==> src/rtl/oe_serializer.sv <==
module oe_serializer #(
  parameter int FRAME_BITS = 11,
  localparam int CH_W = FRAME_BITS - 3
) (
  input  logic                    clk_i,
  input  logic                    rst_ni,
  input  logic                    fp_i,
  input  logic [63:0]             rate_i,
  output logic [4*FRAME_BITS-1:0] mem_addr_o,
  input  logic [3:0]              mem_data_i,
  output logic [3:0]              ctl_o,
  output logic [31:0]             hiz_o
);

  function automatic logic [3:0] lead_of(input logic [2:0] j);
    case (j)
      3'd0: lead_of = 4'd10;
      3'd1: lead_of = 4'd8;
      3'd2: lead_of = 4'd7;
      3'd3: lead_of = 4'd6;
      3'd4: lead_of = 4'd5;
      3'd5: lead_of = 4'd4;
      3'd6: lead_of = 4'd9;
      default: lead_of = 4'd3;
    endcase
  endfunction

  function automatic logic [2:0] owner_of(input logic [2:0] ph);
    logic [3:0] ld;
    owner_of = 3'd0;
    for (int j = 0; j < 8; j++) begin
      ld = lead_of(3'(j));
      if (3'(ph + ld[2:0]) == 3'd0) owner_of = 3'(j);
    end
  endfunction

  logic [FRAME_BITS-1:0] cnt, nxt, shifted;
  logic [2:0]            own;
  logic [CH_W-1:0]       grp;

  assign nxt     = fp_i ? '0 : cnt + 1'b1;
  assign own     = owner_of(nxt[2:0]);
  assign shifted = nxt + FRAME_BITS'(lead_of(own));
  assign grp     = shifted[FRAME_BITS-1:3];

  for (genvar l = 0; l < 4; l++) begin : g_line
    logic [1:0] code;
    assign code = rate_i[2*{own, 2'(l)} +: 2];
    assign mem_addr_o[l*FRAME_BITS +: FRAME_BITS] = {own, grp >> code};
  end

  always_ff @(posedge clk_i or negedge rst_ni) begin
    if (!rst_ni) begin
      cnt   <= '0;
      ctl_o <= '0;
      hiz_o <= '1;
    end else begin
      cnt   <= nxt;
      ctl_o <= mem_data_i;
      for (int l = 0; l < 4; l++) hiz_o[{own, 2'(l)}] <= ~mem_data_i[l];
    end
  end

endmodule


==> config.mk <==
export PLATFORM = sky130hd
export DESIGN_NAME = oe_serializer
export DESIGN_NICKNAME = d
export VERILOG_FILES = /design/src/rtl/oe_serializer.sv
export SDC_FILE = /design/constraint.sdc
export NUM_CORES = 1
export LEC_CHECK = 0
export BUFFER_PORTS_ARGS = -buffer_cell sky130_fd_sc_hd__buf_2
export CAP_MARGIN = 5
export CORE_AREA = 2 2 101 113
export DETAILED_ROUTE_END_ITERATION = 10
export DIE_AREA = 0 0 103 115
export HOLD_SLACK_MARGIN = 0.08
export SETUP_SLACK_MARGIN = 0.4
export SYNTH_ARGS = -nofsm -noshare
export SYNTH_HDL_FRONTEND = slang
export SYNTH_SLANG_ARGS = --single-unit
export TNS_END_PERCENT = 100
==> constraint.sdc <==
create_clock -name clk_i -period 3.15 [get_ports clk_i]
set_input_delay 0.1575 -clock clk_i [delete_from_list [all_inputs] [get_ports clk_i]]
set_output_delay 0.1575 -clock clk_i [all_outputs]
set_load 0.01 [all_outputs]
Word-level counts from Yosys, hierarchy flattened
Index checks and enable logic that the tools add are counted.
{"block": "classes", "addsub": 8, "n_mul": 0, "div": 0, "n_lt_le_gt_ge": 8, "eq_ne": 6, "shift": 8, "n_mux": 21, "bitwise_logic": 4, "n_reduce_logical": 12}
{"cell": "variable part select 64 x 7 -> 2 bit", "count": 4}
{"cell": "bitwise mux 32 bit", "count": 4}
{"cell": "right shift 8 x 2 -> 8 bit", "count": 4}
{"cell": "one-hot mux 4 bit (7 select lines)", "count": 1}
{"cell": "logical NOT 3 bit", "count": 8}
{"cell": "less-than comparator 5 x 6 -> 1 bit (second input constant)", "count": 4}
{"cell": "greater-or-equal comparator 5 x 1 -> 1 bit (second input constant)", "count": 4}
{"cell": "two-way mux 3 bit", "count": 5}
{"cell": "adder 3 bit (second input constant)", "count": 4}
{"cell": "demux 1 bit (select 3 bit)", "count": 4}
{"cell": "adder 11 x 1 -> 11 bit (second input constant)", "count": 1}
{"cell": "adder 11 x 4 -> 11 bit", "count": 1}
{"cell": "two-way mux 11 bit", "count": 1}
{"cell": "== test 3 bit (second input constant)", "count": 3}
{"cell": "== test 3 x 2 -> 1 bit (second input constant)", "count": 2}
{"cell": "two-way mux 1 bit", "count": 5}
{"cell": "logical AND 1 bit", "count": 4}
{"cell": "NOT 1 bit", "count": 4}
{"cell": "adder 3 x 1 -> 3 bit (second input constant)", "count": 1}
{"cell": "adder 3 x 2 -> 3 bit (second input constant)", "count": 1}
{"cell": "== test 3 x 1 -> 1 bit (second input constant)", "count": 1}
{"cell": "two-way mux 2 bit", "count": 1}
{"block": "totals", "ff_bits": 47, "latchBits": 0, "mem_bits_rw": 0, "romBits": 0, "inputBits": 71, "output_inout_bits": 80, "word_cells": 70, "mem_count": 0}

Depth between registers and ports, before layout
{"block": "depth", "ltp_word": 18, "depth_mapped": 15, "ltp_nobuf": 12}

Least setup slack after synthesis
OpenSTA, ideal clock, no wires.
{"block": "synth_path", "path_type": "register to output", "startpoint": "register cnt[0]", "endpoint": "output mem_addr_o[15]", "arrival_ns": 3.430, "t_required_ns": 2.992, "slack_ns": -0.438, "stages_incl_launch_ff": 16, "n_path_buf": 3, "path_cell_list": "dfrtp_1 > ha_1 > xnor2_1 > buf_4 > buf_2 > a21oi_2 > nand2_1 > ha_1 > nor2_1 > a221oi_4 > nand2_4 > nor4b_2 > xor2_1 > buf_4 > mux2i_1 > mux2i_1"}
{"block": "synth_between", "elab_chain_cells": 14, "word_cells_on_any_way": 33, "classes_between": "8 x add/sub; 6 x eq/ne; 2 x shift; 9 x mux; 8 x reduce/logical"}
{"element": "from (decl)", "line_no": "37", "text": "logic [FRAME_BITS-1:0] cnt, nxt, shifted;"}
{"element": "from (signal assigned)", "line_no": "58", "text": "cnt <= nxt;"}
{"element": "adder 11 x 1 -> 11 bit (*)", "line_no": "41", "text": "assign nxt = fp_i ? '0 : cnt + 1'b1;"}
{"element": "two-way mux 11 bit (*)", "line_no": "41"}
{"element": "adder 3 bit / logical NOT 3 bit (equally long branches)", "line_no": "33", "text": "if (3'(ph + ld[2:0]) == 3'd0) owner_of = 3'(j);"}
{"element": "logical NOT 3 bit / two-way mux 1 bit (equally long branches)", "line_no": "33"}
{"element": "two-way mux 2 bit", "line_no": "33"}
{"element": "two-way mux 3 bit (5 in series)", "line_no": "33"}
{"element": "== test 3 bit, or another cell as far along", "line_no": "16", "text": "case (j)"}
{"element": "one-hot mux 4 bit (7 select lines)", "line_no": "16"}
{"element": "adder 11 x 4 -> 11 bit", "line_no": "43", "text": "assign shifted = nxt + FRAME_BITS'(lead_of(own));"}
{"element": "right shift 8 x 2 -> 8 bit (*)", "line_no": "49", "text": "assign mem_addr_o[l*FRAME_BITS +: FRAME_BITS] = {own, grp >> code};"}
{"element": "to (decl)", "line_no": "9", "text": "output logic [4*FRAME_BITS-1:0] mem_addr_o,"}
Mark *: on every way between the ends. The rest lies on a longest branch, timed or not.

Worst setup path after layout
{"block": "layout_path", "startpoint": "register cnt[0]", "endpoint": "output mem_addr_o[37]"}
{"block": "layout_between", "word_cells_on_any_way": 33, "classes_between": "8 x add/sub; 6 x eq/ne; 2 x shift; 9 x mux; 8 x reduce/logical"}
{"element": "adder 11 x 1 -> 11 bit", "line_no": "41"}
{"element": "two-way mux 11 bit", "line_no": "41"}
{"element": "via nxt[3]", "line_no": "37"}
{"element": "adder 11 x 4 -> 11 bit", "line_no": "43"}
{"element": "right shift 8 x 2 -> 8 bit", "line_no": "49"}
The timed path passes the listed nets, and every way through them passes these cells.

==> impl_metrics.yaml <==
outcome:
  outcome: "complete, but fails checks"
  violations: "negative setup slack"
sta:
  hold_ws_ps: 58.97
  fin_ws_ps: -61.75
  fin_tns_setup_ps: -372.7
  clock_skew_ps: 5.055
  clock.fmax_ghz: 0.3114
  finalCriticalPeriod_ps: 3212
  finalHoldViolations: 0
  rsz0062_at_grt: "true"
  tightest_slew_ps: 1022
  setup_viol: 15
  finalMaxSlewViolations: 0
  relSlewSlack_pct: 31.87
  fin_crit_sh_pct: 102.0
finish:
  finalNetCount: 639
  multi_input_area_mm2: 0.002434
  num_antenna_cells: 0
  stdcell_area_mm2: 0.005199
  final_cell_mix: "buf_2, mux2i_1, nand2_1"
  final_common_cell: "buf_2"
  fill_cells: 1049
  regArea_mm2: 0.001219
  drive_above_1_share_pct: 52.03
  area_delta_synth_final_pct: 42.59
cts:
  cts_buffers: 5
  clk_path_buf_depth: 2
  cts.clk_slew.worst_paths_ps: 60
  insertion_delay_ps: 280
  cts_hold_buffers: 0
  clockRootBuffer: "clkbuf_16"
  cts_tree: "built"
  cts_sinks: 47
  htree_levels: 2
synthesis:
  synth_flop_cell: "dfstp_2"
  ys_ff_latch: 47
  synth_xor_xnor_area_share_pct: 3.535
  yosysUniqueCellTypes: 60
  synthArstFlopShare_pct: 100.0
  synth_top_family_by_area: "multiplexers"
  synthMuxAreaShare_pct: 19.77
  synth_simple_gate_area_share_pct: 18.05
  syn_area_mm2: 0.003646
  synth_nets: 473
  synth_warnings: 0
  synthCells: 400
  synth_compound_area_share_pct: 17.36
  synth-adder-area-share_pct: 0.9609
  synth_seq_area_share_pct: 33.36
  synth_edf_count: 0
  synth_area_per_cell_um2: 9.115
global_routing:
  grt_overflow: 0
  first_global_vias: 3618
  antenna_found_initial: 0
  grt_first_pass_wirelength_mm: 17.44
  grt_use_met2_pct: 33.16
  track_usage_pct: 18.27
  grt_max_degree: 48
  grt_use_met3_pct: 3.708
  grt.busiest_layer: "met2"
  use_met1_pct: 21.75
critical_path:
  r2r-start: "cnt[0]"
  crit_end: "mem_addr_o[37]"
  rr_endpoint: "hiz_o[3]"
  worstRegToRegCells: 6
  worst-path-max-fanout: 6
  arrival_ps: 3050
  cp-start-kind: "flop"
  end_kind: "output port"
  worstPathRequired_ps: 2990
  crit_path_start: "cnt[0]"
  critPathKind: "flop to output port"
  r2r_setup_slack_ps: 1150
drt:
  detail-route-antenna-nets: 0
  dr.pass1.iters: 4
  via_count: 3635
  drc: 0
  vias_per_cell: 5.091
  wl_per_cell_um: 15.24
  drt_iter0_markers: 133
  wirelength_mm: 10.88
power:
  ir_drop_uv: 417.3
  p_int_uw: 1684
  clkPwrFrac_pct: 24.0
  power.share.switching_pct: 33.10
  pwr-share-comb_pct: 39.4
  leakage_uw: 0.002462
  seq_power_share_pct: 36.6
  switching_power_uw: 833.2
  p_per_area_mw_per_mm2: 484.2
placed_design:
  gp_congestion: 0.7901
  port_buffers: 150
  pre_cts_slack_ps: 17.93
  postPlaceCellArea_mm2: 0.004654
  detailed_place_hpwl_mm: 8.151
floorplan:
  core-area_mm2: 0.01071
  start_util_pct: 34.04
  rows: 40
  io_pins: 151
  fp.dieH_um: 115
  dieArea_mm2: 0.01185
  die_x_um: 103
min_path:
  min_path_type: "primary input to asynchronous set/reset pin"
run:
  cap_violations: 0
## registers in the layout, summed over array words and instances (netlist names)
name   count
hiz_o     32
cnt       11
ctl_o      4
## area by class of cell
| type | count | area share [%] |
|---|---|---|
| multi-input cells | 305 | 46.81 |
| repair buffers | 194 | 21.93 |
| inverters | 13 | 0.9386 |
| clock inverters | 2 | 0.6739 |
| flip-flops and latches | 47 | 23.44 |
| well taps | 147 | 3.538 |
| clock buffers | 6 | 2.671 |
## cell families (layout without fill, tap and decap cells)
group | count (synthesis) | after routing
AO/OA/AOI/OAI | 90 | 90
multiplexers | 70 | 70
flip-flops | 47 | 47
buffers and inverters | 49 | 215
XOR/XNOR | 13 | 14
AND/OR/NAND/NOR | 128 | 128
adder cells (fa/ha/maj) | 3 | 3
## cells in the mapped netlist, types with 3 or more instances
cell type   n  share of area, %
a21oi_1    11               1.5
a22o_1      5               1.2
a22oi_1     4              0.82
a32o_1      5               1.4
and3_1      5              0.86
buf_1       3              0.31
buf_2      11               1.5
buf_4      13               2.7
clkbuf_1    8              0.82
dfrtp_1    15                10
dfstp_2    32                23
inv_1      13               1.3
mux2_2      6               1.9
mux2i_1    63                17
nand2_1    42               4.3
nand2b_1    5              0.86
nand3_1    16               2.2
nor2_1     23               2.4
nor2b_1     9               1.5
nor3_1      8               1.1
nor4_1      6               1.0
o211ai_1    3              0.62
o21ai_0    36               4.9
o21ai_2     3              0.72
xnor2_1     6               1.4
xor2_1      5               1.2
## critical path, stage by stage, from the launching register on
cell and delay, ps:
dfrtp_2 430, and3_1 210, xnor2_1 150, nor2_2 210, ha_4 200, inv_2 50
a221oi_4 320, nand2_4 130, nor3_4 230, buf_12 150, xor2_4 220, mux2i_1 140
a211oi_2 180, buf_2 150
## worst min-delay path by stage
stage	startpoint	to	slack (ps)	cells past startpoint
5_1_grt	mem_data_i[0]	ctl_o[0]	90	1
3_3_place_gp	rst_ni	ctl_o[3]	380	1
6_report	rst_ni	ctl_o[3]	60	1
2_1_floorplan	rst_ni	cnt[0]	-140	0
3_5_place_dp	rst_ni	ctl_o[3]	390	1
4_1_cts	rst_ni	ctl_o[1]	80	1
## layer usage
metal	vias up	wire length [um]
met5	-	0
met4	0	148
met3	11	720
met2	121	5499
met1	1739	4511
li1	1764	-
## power groups by stage
stage	sequential, uW	combinational, uW	clock (uW)
2_1_floorplan	1000	514	0
3_3_place_gp	925	925	0
3_5_place_dp	931	943	0
4_1_cts	925	988	623
5_1_grt	940	1100	648
6_report	922	992	603
## timing repair
item | 4_1_cts | 5_1_grt
cloned | 1 | 0
pin swaps | 10 | 5
setup buffers | 19 | 2
resized for setup | 28 | 11
setup endpoints to repair | 32 | 32
## through the flow
| stage | util [%] | power (uW) | cells |
|---|---|---|---|
| after global placement | 43.46 | 1851 | 684 |
| after floorplan | - | 1514 | 400 |
| final | 48.54 | 2517 | 714 |
| after CTS | 47.83 | 2536 | 712 |
| after detailed placement | 43.46 | 1874 | 684 |
| after global routing | 48.54 | 2686 | 714 |
(Power assumes the default switching activity.)
